### src/rtl/hdlc_rx_pkg.sv
// Shared types for the HDLC receive tagger: the FIFO entry layout, the
// packet status codes and the bytewise frame check sequence update.
package hdlc_rx_pkg;

    typedef enum logic [1:0] {
        PS_GOOD   = 2'b00,
        PS_BADCRC = 2'b01,
        PS_SHAPE  = 2'b10,
        PS_ABORT  = 2'b11
    } pkt_stat_e;

    // Packed MSB first: stat -> [11:10], last -> [9], first -> [8], data -> [7:0]
    typedef struct packed {
        pkt_stat_e  stat;
        logic       last;
        logic       first;
        logic [7:0] data;
    } rx_entry_t;

    localparam int          ENTRY_W  = $bits(rx_entry_t);
    localparam logic [15:0] FCS_INIT = 16'hFFFF;
    localparam logic [15:0] FCS_GOOD = 16'hF0B8;
    localparam logic [15:0] FCS_POLY = 16'h8408;

    // Reflected CRC-16 update over one octet, bit 0 first.
    function automatic logic [15:0] fcs16_byte(input logic [15:0] c, input logic [7:0] d);
        logic [15:0] r;
        r = c ^ {8'h00, d};
        for (int i = 0; i < 8; i++) begin
            r = r[0] ? ((r >> 1) ^ FCS_POLY) : (r >> 1);
        end
        return r;
    endfunction

endpackage

### src/rtl/hdlc_rx_deframer.sv
// Bit-level receiver. Finds flags, deletes stuffed zeros, spots aborts,
// builds octets LSB first and emits one tagged FIFO entry per octet.
// One octet is held back so the octet before a closing flag can be
// marked as last. Assumes at most one bit_en per cycle; the output
// strobe is registered, one cycle after the bit that caused it.
module hdlc_rx_deframer
    import hdlc_rx_pkg::*;
(
    input  logic      clk,
    input  logic      rst_n,
    input  logic      bit_en,
    input  logic      bit_in,
    output logic      wr_valid,
    output rx_entry_t wr_entry
);

    logic        in_frame;
    logic [2:0]  ones;
    logic [2:0]  bitcnt;
    logic [7:0]  shreg;
    logic        pend_v;
    logic        pend_first;
    logic [7:0]  pend;
    logic [1:0]  octs;
    logic [15:0] crc;

    logic        ev_flag, ev_abort, ev_stuff, ev_take, ev_octet, ev_close;
    logic [7:0]  sh_next;
    logic [15:0] crc_pend;
    pkt_stat_e   close_stat;

    // Classify the current bit and work out the closing status.
    always_comb begin
        ev_flag  = bit_en && !bit_in && (ones == 3'd6);
        ev_abort = bit_en && bit_in && (ones >= 3'd6);
        ev_stuff = bit_en && !bit_in && (ones == 3'd5);
        ev_take  = bit_en && in_frame && !ev_flag && !ev_abort && !ev_stuff;
        sh_next  = {bit_in, shreg[7:1]};
        ev_octet = ev_take && (bitcnt == 3'd7);
        ev_close = (ev_flag || ev_abort) && in_frame && pend_v;
        crc_pend = fcs16_byte(crc, pend);
        if (bitcnt != 3'd7 || octs != 2'd3) begin
            close_stat = PS_SHAPE;
        end else if (crc_pend == FCS_GOOD) begin
            close_stat = PS_GOOD;
        end else begin
            close_stat = PS_BADCRC;
        end
    end

    // Track the run of ones, the framing state and the octet shifter.
    always_ff @(posedge clk) begin
        if (!rst_n) begin
            ones     <= 3'd0;
            in_frame <= 1'b0;
            bitcnt   <= 3'd0;
            shreg    <= 8'h00;
        end else if (bit_en) begin
            ones <= bit_in ? ((ones == 3'd7) ? 3'd7 : ones + 3'd1) : 3'd0;
            if (ev_flag) begin
                in_frame <= 1'b1;
                bitcnt   <= 3'd0;
            end else if (ev_abort) begin
                in_frame <= 1'b0;
            end else if (ev_take) begin
                bitcnt <= bitcnt + 3'd1;
                shreg  <= sh_next;
            end
        end
    end

    // Hold back one octet and keep the running count and CRC.
    always_ff @(posedge clk) begin
        if (!rst_n) begin
            pend_v     <= 1'b0;
            pend_first <= 1'b0;
            pend       <= 8'h00;
            octs       <= 2'd0;
            crc        <= FCS_INIT;
        end else if (ev_flag || ev_abort) begin
            pend_v <= 1'b0;
            octs   <= 2'd0;
            crc    <= FCS_INIT;
        end else if (ev_octet) begin
            pend       <= sh_next;
            pend_v     <= 1'b1;
            pend_first <= !pend_v && (octs == 2'd0);
            if (pend_v) begin
                crc  <= crc_pend;
                octs <= (octs == 2'd3) ? 2'd3 : octs + 2'd1;
            end
        end
    end

    // Emit the held octet, plain or as the tagged closing entry.
    always_ff @(posedge clk) begin
        if (!rst_n) begin
            wr_valid <= 1'b0;
            wr_entry <= '0;
        end else begin
            wr_valid <= 1'b0;
            if (ev_octet && pend_v) begin
                wr_valid <= 1'b1;
                wr_entry <= '{stat: PS_GOOD, last: 1'b0, first: pend_first, data: pend};
            end else if (ev_close) begin
                wr_valid <= 1'b1;
                wr_entry <= '{stat: (ev_abort ? PS_ABORT : close_stat), last: 1'b1,
                              first: pend_first, data: pend};
            end
        end
    end

    // only a closing entry may carry a non-zero status
    p_mid_stat_zero_r4: assert property (@(posedge clk) disable iff (!rst_n)
        (wr_valid && !wr_entry.last) |-> (wr_entry.stat == PS_GOOD));

    // a one-octet packet is never reported good
    p_single_invalid_r5: assert property (@(posedge clk) disable iff (!rst_n)
        (wr_valid && wr_entry.first && wr_entry.last) |-> (wr_entry.stat != PS_GOOD));

    // a flag or abort with an octet held produces a closing entry next cycle
    p_close_tagged_r3: assert property (@(posedge clk) disable iff (!rst_n)
        ev_close |=> (wr_valid && wr_entry.last));

    // an abort leaves the receiver hunting
    p_abort_hunt_r7: assert property (@(posedge clk) disable iff (!rst_n)
        ev_abort |=> !in_frame);

endmodule

### src/rtl/hdlc_rx_fifo.sv
// Tagged-entry FIFO. Pops before pushes, so a full FIFO accepts a write
// in the cycle it is popped. A write that still finds no room is dropped
// and latches a sticky overflow flag. Storage is not reset.
module hdlc_rx_fifo #(
    parameter int DEPTH = 16,
    parameter int WIDTH = 12
) (
    input  logic             clk,
    input  logic             rst_n,
    input  logic             push,
    input  logic [WIDTH-1:0] push_data,
    input  logic             pop,
    output logic [WIDTH-1:0] head,
    output logic             empty,
    output logic             full,
    output logic             overflow
);

    localparam int            AW    = (DEPTH > 1) ? $clog2(DEPTH) : 1;
    localparam logic [AW:0]   CNT_F = (AW + 1)'(DEPTH);
    localparam logic [AW-1:0] LAST  = AW'(DEPTH - 1);

    logic [WIDTH-1:0] mem [DEPTH];
    logic [AW-1:0]    wp, rp;
    logic [AW:0]      cnt;
    logic             pop_ok, push_ok;

    // Decide which of the requested operations take effect.
    always_comb begin
        pop_ok  = pop && (cnt != '0);
        push_ok = push && ((cnt != CNT_F) || pop_ok);
        empty   = (cnt == '0);
        full    = (cnt == CNT_F);
        head    = mem[rp];
    end

    // Write storage.
    always_ff @(posedge clk) begin
        if (push_ok) begin
            mem[wp] <= push_data;
        end
    end

    // Move pointers, occupancy and the sticky overflow flag.
    always_ff @(posedge clk) begin
        if (!rst_n) begin
            wp       <= '0;
            rp       <= '0;
            cnt      <= '0;
            overflow <= 1'b0;
        end else begin
            if (push_ok) wp <= (wp == LAST) ? '0 : wp + 1'b1;
            if (pop_ok)  rp <= (rp == LAST) ? '0 : rp + 1'b1;
            if (push_ok && !pop_ok)      cnt <= cnt + 1'b1;
            else if (pop_ok && !push_ok) cnt <= cnt - 1'b1;
            if (push && !push_ok) overflow <= 1'b1;
        end
    end

    // a write onto a full FIFO with no pop keeps it full and flags overflow
    p_no_overflow_r9: assert property (@(posedge clk) disable iff (!rst_n)
        (full && push && !pop) |=> (full && overflow));

    // a write and pop on a full FIFO keep it full and leave overflow alone
    p_full_swap_r10: assert property (@(posedge clk) disable iff (!rst_n)
        (full && push && pop) |=> (full && (overflow == $past(overflow))));

    // a pop request on an empty FIFO moves nothing
    p_empty_pop_r12: assert property (@(posedge clk) disable iff (!rst_n)
        (empty && pop) |=> (rp == $past(rp)));

    // overflow never clears outside reset
    p_sticky_ovf_r9: assert property (@(posedge clk) disable iff (!rst_n)
        overflow |=> overflow);

endmodule

### src/rtl/hdlc_rx_hostport.sv
// Host read side. Presents the head entry as a 16-bit word, or in byte
// mode as the low half followed by the high half. Requests a FIFO pop on
// a word read, or on the read of the high half. Reads zero while empty.
module hdlc_rx_hostport #(
    parameter int ENTRY_W = 12
) (
    input  logic               clk,
    input  logic               rst_n,
    input  logic               byte_mode,
    input  logic               rd_en,
    input  logic [ENTRY_W-1:0] head,
    input  logic               empty,
    output logic               pop,
    output logic [15:0]        rd_data
);

    localparam int PAD_W = 16 - ENTRY_W;

    logic        hi_phase;
    logic [15:0] word;

    // Form the visible word and the pop request.
    always_comb begin
        word = empty ? 16'h0000 : {{PAD_W{1'b0}}, head};
        if (!byte_mode)    rd_data = word;
        else if (hi_phase) rd_data = {8'h00, word[15:8]};
        else               rd_data = {8'h00, word[7:0]};
        pop = rd_en && !empty && (!byte_mode || hi_phase);
    end

    // Toggle between low and high half in byte mode.
    always_ff @(posedge clk) begin
        if (!rst_n || !byte_mode) begin
            hi_phase <= 1'b0;
        end else if (rd_en && !empty) begin
            hi_phase <= !hi_phase;
        end
    end

    // reading the low half never pops
    p_low_no_pop_r8: assert property (@(posedge clk) disable iff (!rst_n)
        (byte_mode && !hi_phase) |-> !pop);

endmodule

### src/rtl/hdlc_rx_tagger.sv
// Top of the HDLC receive tagger: deframer into a tagged FIFO, drained
// through the host read port. Assumes bit_en and host strobes are
// synchronous to clk.
module hdlc_rx_tagger
    import hdlc_rx_pkg::*;
#(
    parameter int FIFO_DEPTH = 16
) (
    input  logic        clk,
    input  logic        rst_n,
    input  logic        bit_en,
    input  logic        bit_in,
    input  logic        byte_mode,
    input  logic        rd_en,
    output logic [15:0] rd_data,
    output logic        fifo_empty,
    output logic        fifo_full,
    output logic        overflow
);

    logic               wr_valid;
    rx_entry_t          wr_entry;
    logic               pop;
    logic [ENTRY_W-1:0] head;

    hdlc_rx_deframer u_deframer (
        .clk      (clk),
        .rst_n    (rst_n),
        .bit_en   (bit_en),
        .bit_in   (bit_in),
        .wr_valid (wr_valid),
        .wr_entry (wr_entry)
    );

    hdlc_rx_fifo #(
        .DEPTH (FIFO_DEPTH),
        .WIDTH (ENTRY_W)
    ) u_fifo (
        .clk       (clk),
        .rst_n     (rst_n),
        .push      (wr_valid),
        .push_data (wr_entry),
        .pop       (pop),
        .head      (head),
        .empty     (fifo_empty),
        .full      (fifo_full),
        .overflow  (overflow)
    );

    hdlc_rx_hostport #(
        .ENTRY_W (ENTRY_W)
    ) u_host (
        .clk       (clk),
        .rst_n     (rst_n),
        .byte_mode (byte_mode),
        .rd_en     (rd_en),
        .head      (head),
        .empty     (fifo_empty),
        .pop       (pop),
        .rd_data   (rd_data)
    );

endmodule

### config.mk
export PLATFORM = sky130hd
export DESIGN_NAME = hdlc_rx_tagger
export DESIGN_NICKNAME = d
export VERILOG_FILES = /design/src/rtl/hdlc_rx_pkg.sv /design/src/rtl/hdlc_rx_deframer.sv /design/src/rtl/hdlc_rx_fifo.sv /design/src/rtl/hdlc_rx_hostport.sv /design/src/rtl/hdlc_rx_tagger.sv
export SDC_FILE = /design/constraint.sdc
export NUM_CORES = 1
export LEC_CHECK = 0
export BUFFER_PORTS_ARGS = -buffer_cell sky130_fd_sc_hd__buf_2
export CAP_MARGIN = 20
export CORE_ASPECT_RATIO = 1.4
export CORE_MARGIN = 4
export CORE_UTILIZATION = 56
export DETAILED_ROUTE_END_ITERATION = 8
export PLACE_DENSITY = 0.75
export RECOVER_POWER = 100
export REMOVE_ABC_BUFFERS = 1
export SKIP_LAST_GASP = 1
export SLEW_MARGIN = 10
export SYNTH_ARGS = -nofsm -noshare
export SYNTH_HDL_FRONTEND = slang
export SYNTH_HIERARCHICAL = 1
export SYNTH_SLANG_ARGS = --single-unit
export TNS_END_PERCENT = 100
### constraint.sdc
create_clock -name clk -period 3.65 [get_ports clk]
set_clock_uncertainty 0.05 [all_clocks]
set_input_delay 0.5475 -clock clk [delete_from_list [all_inputs] [get_ports clk]]
set_output_delay 0.5475 -clock clk [all_outputs]
set_load 0.03 [all_outputs]
* Yosys cells after proc, flatten, opt, wreduce, memory -nomap -nowiden
Memory sizes are Yosys's and may differ from the RTL's. A register that Yosys moved wholly into a read port is not among the register bits.
Index checks and enable logic that the tools add are counted.
** Storage, ports and cells
- Memories :: 1
- Flip-flop bits (word level) :: 71
- Output and inout bits :: 19
- Bits in writable memories :: 192
** Cells by class
- Equal/unequal tests :: 13
- Mux-type cells :: 34
- Reduce and logical (&&, ||, !) cells :: 51
- Bitwise gates (word level) :: 13
- Order comparisons :: 1
- Add/sub/neg operators :: 7
** Memories
- u_fifo.mem :: words 16, bits a word 12, read ports 1, clocked after memory_dff 1, wr ports 1, line hdlc_rx_fifo.sv:23 : logic [WIDTH-1:0] mem [DEPTH];
** Operators with widths (count)
- $mux W16 :: 9
- $not A2 Y3 :: 8
- $logic_and A1 B1 Y1 :: 21
- $mux W9 :: 2
- $eq A16 B16 Y1 const B :: 1
- $mux W4 :: 4
- $xor A16 B8 Y16 :: 1
- $mux W3 :: 5
- $eq A3 B3 Y1 const B :: 4
- $mux W12 :: 1
- $logic_not A1 Y1 :: 11
- $mux W5 :: 2
- $add A4 B1 Y4 const B :: 2
- $eq A4 B4 Y1 const B :: 2
- $mux W8 :: 1
- $reduce_bool A2 Y1 :: 4
- $mux W1 :: 7
- $add A3 B1 Y3 const B :: 2
- $mux W2 :: 3
- $reduce_and A2 Y1 :: 3
- $add A5 B1 Y5 const B :: 1
- $eq A5 B5 Y1 const B :: 1
- $logic_not A5 Y1 :: 1
- $logic_or A1 B1 Y1 :: 5
- 14 further kinds :: 18

* Logic depth before layout (Yosys ltp)
Gate-level depths: netlist (run 1).
- Depth in word-level cells :: 21
- Depth in mapped cells :: 14

* Hierarchy
Netlist (run 1), hierarchy kept.
** Modules (own cells, without submodules)
- hdlc_rx_fifo :: instances 1, sequential area each 6125.9 µm², cells each 414, area each 8199.1 µm²
- hdlc_rx_deframer :: instances 1, sequential area each 1101.1 µm², cells each 253, area each 2428.6 µm²
- hdlc_rx_hostport :: instances 1, sequential area each 20.0 µm², cells each 36, area each 214.0 µm²

* Worst setup path after synthesis (run 1)
Ideal clock, no wire load.
- Kind :: register to register
- Start :: register u_fifo.cnt[0]
- End :: register u_fifo.cnt[3]
- Path slack :: -181 ps
- Buffers on the path :: 1
- Stages on the path, launching flop included :: 13
- Clock period less this slack :: 3831 ps
- Arrival :: 3719 ps
- Library setup time :: 62 ps
- Cell sequence :: dfxtp_1 or4_4 buf_6 nor2_1 nand2b_2 a21oi_1 o31ai_4 inv_1 ha_1 inv_1 ha_1 or4b_2 nand3_1
** On the way
- Cells in the longest elaborated chain, start to end :: 10
- Elaborated cells between the ends (all ways) :: 18
** Ends and longest elaborated chain
- from (decl) :: line hdlc_rx_fifo.sv:25 : logic [AW:0] cnt;
- from (signal assigned) :: line hdlc_rx_fifo.sv:54 : if (push_ok && !pop_ok) cnt <= cnt + 1'b1;
- from (signal assigned) :: line hdlc_rx_fifo.sv:55 : else if (pop_ok && !push_ok) cnt <= cnt - 1'b1;
- $logic_not A5 Y1 * :: line hdlc_rx_fifo.sv:32 : empty = (cnt == '0);
- via fifo_empty :: line hdlc_rx_tagger.sv:16 : output logic fifo_empty,
- $logic_not A1 Y1 * :: line hdlc_rx_hostport.sv:28 : pop = rd_en && !empty && (!byte_mode || hi_phase);
- $logic_and A1 B1 Y1 * (2 in series) :: line hdlc_rx_hostport.sv:28
- via pop :: line hdlc_rx_tagger.sv:23 : logic pop;
- $logic_and A1 B1 Y1 * :: line hdlc_rx_fifo.sv:30 : pop_ok = pop && (cnt != '0);
- $logic_or A1 B1 Y1 * :: line hdlc_rx_fifo.sv:31 : push_ok = push && ((cnt != CNT_F) || pop_ok);
- $logic_and A1 B1 Y1 * :: line hdlc_rx_fifo.sv:31
- via u_fifo.push_ok :: line hdlc_rx_fifo.sv:26 : logic pop_ok, push_ok;
- $logic_not A1 Y1 :: line hdlc_rx_fifo.sv:55
- $logic_and A1 B1 Y1 :: line hdlc_rx_fifo.sv:55
- $reduce_bool A2 Y1 (no line)
The timed path passes the listed nets; every way through them passes the cells marked *. The select of a mux whose other input is x is not followed.
A chain may end at the register's enable or synchronous reset.

* Final worst setup path (run 1)
- Start :: register u_fifo.cnt[0]
- End :: register u_fifo.cnt[3]
** On the way
- Cells in the longest elaborated chain, start to end :: 10
- Elaborated cells between the ends (all ways) :: 18
** Ends and longest elaborated chain (line)
- $logic_not A5 Y1 * :: hdlc_rx_fifo.sv:32
- $logic_not A1 Y1 * :: hdlc_rx_hostport.sv:28
- $logic_and A1 B1 Y1 * (2 in series) :: hdlc_rx_hostport.sv:28
- via pop :: hdlc_rx_tagger.sv:23
- $logic_and A1 B1 Y1 * :: hdlc_rx_fifo.sv:30
- $logic_or A1 B1 Y1 * :: hdlc_rx_fifo.sv:31
- $logic_and A1 B1 Y1 * :: hdlc_rx_fifo.sv:31
- via u_fifo.push_ok :: hdlc_rx_fifo.sv:26
- $logic_not A1 Y1 :: hdlc_rx_fifo.sv:55
- $logic_and A1 B1 Y1 :: hdlc_rx_fifo.sv:55
- $reduce_bool A2 Y1 (no line)
Marked as above.

==> results of run 1 <==
-- sequential cells by signal (all words and copies together) (netlist names), named ones only --
name / cells
u_fifo/wp: 4
u_fifo/mem: 192
u_deframer/shreg: 7
u_deframer/pend: 8
u_fifo/cnt: 5
u_deframer/octs: 2
u_deframer/in_frame: 1
u_deframer/pend_v: 1
u_fifo/rp: 4
u_fifo/overflow: 1
u_deframer/crc: 16
u_deframer/pend_first: 1
u_host/hi_phase: 1
u_deframer/ones: 3
u_deframer/bitcnt: 3
u_deframer/wr_entry: 12
u_deframer/wr_valid: 1
-- how the worst min path moves through the flow --
stage,from,endpoint,slack (ps),depth (start not counted)
after floorplan,u_deframer/bitcnt[0],u_deframer/bitcnt[0],410,2
after global placement,u_fifo/overflow,u_fifo/overflow,390,1
after detailed placement,u_fifo/overflow,u_fifo/overflow,400,1
after CTS,bit_en,u_deframer/ones[0],310,3
after global routing,bit_en,u_deframer/ones[0],340,3
final,bit_en,u_deframer/ones[0],330,3
-- metal layers --
metal  vias to the layer above  GRT usage, %
met4                         0          6.78
li1                       2744             -
met1                      2987          24.8
met5                         -             0
met2                       188          35.0
met3                        46          2.28
-- power breakdown --
group | total [uW] | switching, uW | internal [uW]
clock network | 2420 | 1020 | 1390
registers | 3200 | 1.35 | 3190
logic | 34.0 | 27.1 | 6.86
-- cell usage after synthesis, drive strengths merged (3+ instances only) --
library cell and number:
edfxtp 192, dfxtp 74, nor2 63, nand2 54, mux4 48, mux2i 29
a22oi 24, buf 22, nand3 20, xnor2 20, a21oi 16, clkbuf 16
ha 14, inv 14, o211ai 14, and2 13, xor2 9, and3 6
nor3 6, o21ai 5, a31oi 4, nor2b 4, nand2b 3, nand4 3
-- critical path, stage by stage (launching register included) --
cell and delay [ps]:
dfxtp_1 370, or4_4 620, nor2_1 150, nand2b_2 160, a21oi_1 80, o31ai_4 370
inv_1 80, ha_1 220, inv_1 160, ha_1 150, a21o_1 120, a21oi_1 100
or4b_2 630, nand3_1 90
-- cell type report --
cell class | instances | area (sq um)
tap | 244 | 305
timing repair buffer | 44 | 226
sequential | 266 | 7250
fill | 1337 | 6920
clock inverter | 6 | 52.6
clock buffer | 38 | 704
multi-input combinational | 388 | 3310
inverter | 14 | 52.6
-- cell families after synthesis --
group                    count (synthesis)  synth area share [%]
other                                    1                0.0346
AO/OA/AOI/OAI                           80                  5.45
multiplexers                            77                  12.7
buffers and inverters                   52                  2.38
XOR/XNOR                                29                  2.93
flip-flops                             266                  66.8
AND/OR/NAND/NOR                        183                  7.88
adder cells (fa/ha/maj)                 15                  1.80
-- metrics by stage --
stage	power, uW	area, sq um	TNS [ps]	cells
2_1_floorplan	3280	10600	-2470	668
3_3_place_gp	3290	11200	0	953
3_5_place_dp	3300	11200	0	953
4_1_cts	5690	12000	0	997
5_1_grt	5820	11900	0	1000
6_report	5650	11900	0	1000
==> run_results.csv, run 1 <==
group,metric,value,unit
drt,first_iter_violations,470,
run,timing.max_cap.violations,0,
drt,num_vias,5965,
layout,syn_to_final_growth,9.82,%
sta,rsz0062_at_grt,"no",
clock_tree,cts_sinks,266,
global_route,grt_overflow_total,0,
placed_design,dp_hpwl,13.9,mm
critical_path,crit_arrival,3810,ps
layout,utilization,63.3,%
critical_path,r2r-end,"u_fifo/cnt[3]",
critical_path,reg2reg_from,"u_fifo/cnt[0]",
layout,final_common_cell,"edfxtp_1",
drt,route.met3.wl,1.03,mm
drt,highest_layer,"met4",
clock_tree,cts_setup_buffers,0,
sta,finalCriticalPeriod,3410,ps
sta,tightestPinTransition,1200,ps
floorplan,start_util,57.6,%
sta,fin_ws,237,ps
outcome,status,"completed",
critical_path,ff2ff_path_depth,13,
global_route,grt_max_degree,49,
floorplan,die_y,173,um
clock_tree,htreeDepth,1,
synthesis,synth-edff-count,192,
drt,wl_met1,8.37,mm
drt,routed_via_density,5.97,
drt,first_pass_iters,5,
drt,post-route-drc-count,0,
layout,drive_gt1_share,15.6,%
drt,wl_per_cell,21.5,um
global_route,grt_pass1_vias,6140,
synthesis,postSynthCellCount,703,
clock_tree,cts-buffers-inserted,24,
clock_tree,cts_tree,"yes",
synthesis,yosys_most_used_dff,"edfxtp_1",
sta,fmax,0.293,GHz
sta,hold_viol,0,
power,p_leak,0.00458,uW
synthesis,yosysWarningCount,6,
floorplan,die_area,21700,sq um
clock_tree,postCtsResizedCells,0,
sta,final_max_slew_viol_count,0,
drt,wl_met2,11.4,mm
critical_path,crit_end,"u_fifo/cnt[3]",
layout,finish.net_count,759,
drt,drtAntennaViolNets,0,
clock_tree,postCtsHoldBufs,0,
synthesis,seq_area_frac_synth,66.8,%
critical_path,critical_path.max_fanout,7,
critical_path,required,4050,ps
clock_tree,path_clk_slew,60,ps
global_route,grt_pass1_wl,33.9,mm
floorplan,core,18800,sq um
synthesis,yosysUniqueCellTypes,59,
sta,post-route-period-util,93.5,%
sta,slew_headroom,19.3,%
power,vdd_drop_max,343,uV
sta,whs,334,ps
synthesis,synthTopCellsByArea,"edfxtp_1, dfxtp_1, mux4_2",
global_route,antenna_found_initial,0,
critical_path,end_kind,"flop",
synthesis,ys_seq_elements,266,
power,power.density,474,nW/um^2
layout,antenna_cells,0,
placed_design,dp_slack,288,ps
critical_path,cp-start-kind,"flop",
clock_tree,clk_latency,510,ps
global_route,grt_use_total,19.6,%
synthesis,synth_area_leader_cell,"edfxtp_1",
sta,setup_viol_count_final,0,
floorplan,placementRows,59,
clock_tree,cts_buffer_depth,3,
clock_tree,clockRootBuffer,"clkbuf_16",
synthesis,synthArstFlopShare,0,%
synthesis,syn_avg_cell_area,15.4,sq um
placed_design,place.gp.congestion,0.818,
layout,final_cell_mix,"edfxtp_1, dfxtp_1, nor2_1, nand2_1, mux4_2",
floorplan,die_w,126,um
placed_design,port_buffers,20,
floorplan,ioPinCount,25,
critical_path,crit_start,"u_fifo/cnt[0]",
drt,wirelength,21.5,mm
critical_path,reg2reg_slack,240,ps
critical_path,crit_type,"flop to flop",
synthesis,synth_top_area_share,53.2,%
hold_path,hold_path.class,"input pin to flop",
synthesis,syn_area,10800,sq um
Note: power is estimated with default switching activity, not from simulation.
==> inputs of run 2 (changes only) <==
--- a/config.mk
+++ b/config.mk
@@ -6,14 +6,13 @@
 export NUM_CORES = 1
 export LEC_CHECK = 0
 export BUFFER_PORTS_ARGS = -buffer_cell sky130_fd_sc_hd__buf_2
-export CAP_MARGIN = 20
 export CORE_ASPECT_RATIO = 1.4
 export CORE_MARGIN = 4
 export CORE_UTILIZATION = 56
+export CTS_CLUSTER_DIAMETER = 60
 export DETAILED_ROUTE_END_ITERATION = 8
 export PLACE_DENSITY = 0.75
 export RECOVER_POWER = 100
-export REMOVE_ABC_BUFFERS = 1
 export SKIP_LAST_GASP = 1
 export SLEW_MARGIN = 10
 export SYNTH_ARGS = -nofsm -noshare
==> run 2 against run 1 <==
  * Setup slack improved by 11 ps
  * First-iteration DRC count decreased by 12%
  * Die area unchanged
  * Clock power increased by 13%
  * Clock-buffer cell count decreased by 5
  * Flip-flop and latch count unchanged
  * Via count decreased by 0.99%
  * Critical path depth decreased by 7
  * Highest routed layer unchanged
==> run_results.csv, run 2 (same netlist as run 1, synthesis figures left out) <==
group,metric,value,unit
placed_design,dp_hpwl,14.1,mm
drt,num_vias,5906,
critical_path,required,3050,ps
power,p_sw_share,18.3,%
drt,drtAntennaViolNets,0,
hold_path,min-delay-start,"bit_en",
placed_design,port_buffers,20,
floorplan,placementRows,59,
critical_path,r2r-end,"u_fifo/mem[7][9]",
critical_path,end_kind,"primary output",
global_route,grt_use_total,19.3,%
global_route,grt_max_degree,49,
clock_tree,cts_tree,"yes",
hold_path,whs_path_depth,3,
placed_design,dp_slack,247,ps
sta,fmax,0.294,GHz
layout,finish.net_count,755,
hold_path,min_to,"u_deframer/ones[0]",
layout,syn_to_final_growth,11.1,%
critical_path,reg2reg_from,"u_fifo/cnt[0]",
sta,hold_viol,0,
layout,drive_gt1_share,17.7,%
drt,routed_via_density,5.92,
layout,top_regs,"u_fifo/mem (192), u_deframer/crc (16), u_deframer/wr_entry (12)",
sta,final_max_slew_viol_count,0,
global_route,grt_overflow_total,0,
run,timing.max_cap.violations,0,
global_route,grt_pass1_wl,33.5,mm
clock_tree,cts-buffers-inserted,25,
clock_tree,clockRootBuffer,"clkbuf_16",
power,power.density,495,nW/um^2
floorplan,die_y,173,um
power,p_int,4880,uW
sta,finalCriticalPeriod,3400,ps
placed_design,place.gp.congestion,0.853,
floorplan,die_area,21700,sq um
clock_tree,postCtsHoldBufs,0,
power,clkPwrFrac,45.9,%
layout,nFillCells,1344,
critical_path,reg2reg_slack,290,ps
power,pwr-share-comb,0.6,%
sta,setup_tns,0,ps
sta,fin_ws,248,ps
layout,largest-register,"u_fifo/mem",
floorplan,die_w,126,um
outcome,status,"completed",
drt,wl_per_cell,20.8,um
drt,post-route-drc-count,0,
power,switchingPower,1090,uW
sta,setup_viol_count_final,0,
power,p_leak,0.00465,uW
critical_path,ff2ff_path_depth,6,
critical_path,critical_path.max_fanout,25,
power,seq_power_share,53.6,%
sta,tightestPinTransition,1190,ps
layout,final_cell_mix,"edfxtp_1, dfxtp_1, nor2_1, nand2_1, mux4_2",
clock_tree,clk_latency,510,ps
clock_tree,path_clk_slew,60,ps
layout,final_common_cell,"edfxtp_1",
sta,rsz0062_at_grt,"no",
clock_tree,cts_setup_buffers,0,
sta,post-route-period-util,93.2,%
floorplan,core,18800,sq um
floorplan,start_util,57.6,%
sta,slew_headroom,20.2,%
drt,wirelength,20.7,mm
layout,antenna_cells,0,
clock_tree,cts_buffer_depth,3,
critical_path,crit_type,"flop to primary output",
clock_tree,postCtsResizedCells,0,
global_route,grt_pass1_vias,6271,
clock_tree,cts_sinks,266,
drt,first_iter_violations,414,
drt,first_pass_iters,5,
global_route,antenna_found_initial,0,
clock_tree,htreeDepth,1,
layout,largest_reg_flops,192,
floorplan,ioPinCount,25,
power,vdd_drop_max,362,uV
critical_path,cp-start-kind,"flop",
critical_path,crit_arrival,2800,ps
hold_path,hold_path.class,"input pin to flop",
[run 2: metrics by stage]
| stage | util [%] | total power [uW] | hold WS, ps | std cells | instance area [sq um] |
|---|---|---|---|---|---|
| 5_1_grt | 64.0 | 6160 | 338 | 997 | 12000 |
| 3_3_place_gp | 59.6 | 3290 | 400 | 951 | 11200 |
| 2_1_floorplan | - | 3290 | 406 | 706 | 10900 |
| 6_report | 64.0 | 5970 | 332 | 997 | 12000 |
| 4_1_cts | 64.4 | 6040 | 311 | 997 | 12100 |
| 3_5_place_dp | 59.6 | 3300 | 411 | 951 | 11200 |
[run 2: power by group through the flow]
stage	Sequential, uW	Clock (uW)	Combinational, uW
global route	3190	2930	38.1
global placement	3260	0	33.4
detailed placement	3260	0	35.1
finish	3200	2740	34.6
floorplan	3260	0	29.4
CTS	3200	2810	35.2
[run 2: worst max path at each step]
stage,start,end,cells after the start
global route,flop,rd_data[2],7
floorplan,u_fifo/cnt[0],u_fifo/cnt[3],12
finish,flop,rd_data[6],6
detailed placement,u_fifo/cnt[0],u_fifo/cnt[3],13
CTS,u_fifo/cnt[0],u_fifo/cnt[4],13
global placement,u_fifo/cnt[0],u_fifo/cnt[3],13
[run 2: final cells by class]
cell class	count	area (sq um)	share of cell area, %
clock buffer	33	717	5.95
clock inverter	13	183	1.52
inverter	14	52.6	0.436
multi-input combinational	388	3320	27.5
sequential	266	7250	60.2
tap	244	305	2.53
timing repair buffer	39	220	1.83
[run 2: layer usage]
| layer | vias to the layer above | share of wire (%) | wire length (um) | GRT usage (%) |
|---|---|---|---|---|
| li1 | 2728 | - | - | - |
| met1 | 2944 | 39 | 8050 | 23.6 |
| met2 | 178 | 53 | 11000 | 34.0 |
| met3 | 56 | 4.2 | 868 | 2.25 |
| met4 | 0 | 4.0 | 837 | 8.86 |
| met5 | - | 0 | 0 | 0 |
[run 2: critical path, cell delays in order (launching register included)]
cell	delay [ps]
dfxtp_4	660
buf_6	370
mux4_2	560
a22oi_1	210
nand2_1	120
and2_1	160
clkbuf_2	180
==> inputs of run 3 (changes only) <==
--- a/config.mk
+++ b/config.mk
@@ -13,6 +13,7 @@
 export DETAILED_ROUTE_END_ITERATION = 8
 export PLACE_DENSITY = 0.75
 export RECOVER_POWER = 100
+export REMOVE_ABC_BUFFERS = 1
 export SKIP_LAST_GASP = 1
 export SLEW_MARGIN = 10
 export SYNTH_ARGS = -nofsm -noshare
==> run 3 against run 2 <==
  * Register-to-register slack worse by 50 ps
  * First-iteration DRC count down 2.7%
  * Via count up 1.4%
  * Cell count unchanged
  * Flip-flop and latch count unchanged
  * Final area down 1.2%
  * Global-route usage up 0.35 points
  * Highest routed layer unchanged
  * Utilization down 0.80 points
  * Maximum frequency down 0.19%
==> run_results.csv, run 3 (same netlist as run 1, synthesis figures left out) <==
group,metric,value,unit
layout,multi_input_area,3310,sq um
clock_tree,postCtsHoldBufs,0,
sta,finalCriticalPeriod,3410,ps
floorplan,die_area,21700,sq um
placed_design,port_buffers,20,
critical_path,end_kind,"primary output",
layout,regArea,7250,sq um
clock_tree,path_clk_slew,60,ps
layout,final_common_cell,"edfxtp_1",
drt,first_iter_violations,403,
sta,hold_viol,0,
layout,antenna_cells,0,
outcome,status,"completed",
placed_design,place.gp.congestion,0.818,
clock_tree,clk_latency,510,ps
power,power.density,474,nW/um^2
clock_tree,htreeDepth,1,
layout,final_cell_mix,"edfxtp_1, dfxtp_1, nor2_1, nand2_1, mux4_2",
layout,largest_reg_flops,192,
global_route,grt_max_degree,49,
critical_path,crit_arrival,2810,ps
sta,whs,334,ps
sta,tightestPinTransition,1210,ps
hold_path,hold_path.class,"input pin to flop",
clock_tree,cts-buffers-inserted,24,
layout,syn_to_final_growth,9.72,%
global_route,grt_use_total,19.6,%
critical_path,crit_type,"flop to primary output",
layout,largest-register,"u_fifo/mem",
power,vdd_drop_max,343,uV
sta,rsz0062_at_grt,"no",
drt,num_vias,5987,
floorplan,die_w,126,um
drt,drtAntennaViolNets,0,
floorplan,die_y,173,um
floorplan,core,18800,sq um
layout,drive_gt1_share,15.7,%
clock_tree,cts_setup_buffers,0,
global_route,grt_pass1_wl,33.9,mm
sta,setup_viol_count_final,0,
layout,nFillCells,1333,
layout,final_cell_area,11900,sq um
clock_tree,cts_tree,"yes",
drt,post-route-drc-count,0,
floorplan,ioPinCount,25,
global_route,grt_pass1_vias,6140,
sta,post-route-period-util,93.4,%
drt,first_pass_iters,5,
sta,fmax,0.293,GHz
power,p_leak,0.00457,uW
critical_path,cp-start-kind,"flop",
clock_tree,postCtsResizedCells,0,
global_route,antenna_found_initial,0,
run,timing.max_cap.violations,0,
placed_design,placed_area,11200,sq um
placed_design,dp_hpwl,13.9,mm
clock_tree,clockRootBuffer,"clkbuf_16",
drt,wl_per_cell,21.5,um
floorplan,placementRows,59,
layout,finish.net_count,756,
drt,routed_via_density,6.01,
floorplan,start_util,57.6,%
critical_path,required,3050,ps
sta,slew_headroom,19.2,%
layout,top_regs,"u_fifo/mem (192), u_deframer/crc (16), u_deframer/wr_entry (12)",
sta,final_max_slew_viol_count,0,
drt,wirelength,21.4,mm
critical_path,critical_path.max_fanout,26,
global_route,grt_overflow_total,0,
clock_tree,cts_sinks,266,
clock_tree,cts_buffer_depth,3,
[run 3: cell types whose count changed in the layout (fill, tap and decap cells not counted), moves of 2 or more]
cell,delta
clkbuf_1,+14
clkbuf_2,-5
bufinv_16,-3
clkinvlp_4,-2
[run 3: final timing paths]
check | start | endpoint | slack (ps) | cells past startpoint
setup reg to reg | u_fifo/cnt[0] | u_fifo/cnt[3] | 240 | 13
hold reg to reg | u_fifo/overflow | u_fifo/overflow | 410 | 1
setup / recovery | flop | rd_data[0] | 240 | 7
hold / removal | bit_en | u_deframer/ones[0] | 330 | 3
[run 3: layout make-up]
class,instances,area share [%]
repair buffers,41,1.81
multi-input cells,388,27.9
clock buffers,38,5.92
well taps,244,2.57
clock inverters,6,0.442
inverters,14,0.442
flip-flops and latches,266,61.0
[run 3: metrics by stage]
step / cells / util (%) / total power (uW) / setup TNS, ps / worst slack, ps
floorplan: 668 / - / 3280 / -2470 / -258
global placement: 953 / 59.6 / 3290 / 0 / 433
detailed placement: 953 / 59.6 / 3300 / 0 / 288
CTS: 997 / 63.7 / 5690 / 0 / 206
global route: 997 / 63.2 / 5820 / 0 / 45.5
finish: 997 / 63.2 / 5640 / 0 / 242
[run 3: power breakdown]
| part | switching (uW) | total [uW] | internal (uW) |
|---|---|---|---|
| clock network | 1020 | 2410 | 1390 |
| registers | 1.35 | 3200 | 3190 |
| logic | 27.0 | 33.9 | 6.86 |
[run 3: metal layers]
layer / track usage, % / share of wire (%) / up-vias
met4: 6.78 / 3.0 / 0
met5: 0 / 0 / -
met1: 24.8 / 38 / 3005
li1: - / - / 2739
met3: 2.28 / 4.8 / 45
met2: 35.0 / 54 / 198
[run 3: worst max-delay path, stage by stage, from the launching register on]
cell      delay (ps)
dfxtp_4          710
buf_4            280
mux4_2           520
a22oi_1          240
nand2_1          150
nand2_1          110
a21oi_1           80
clkbuf_2         180
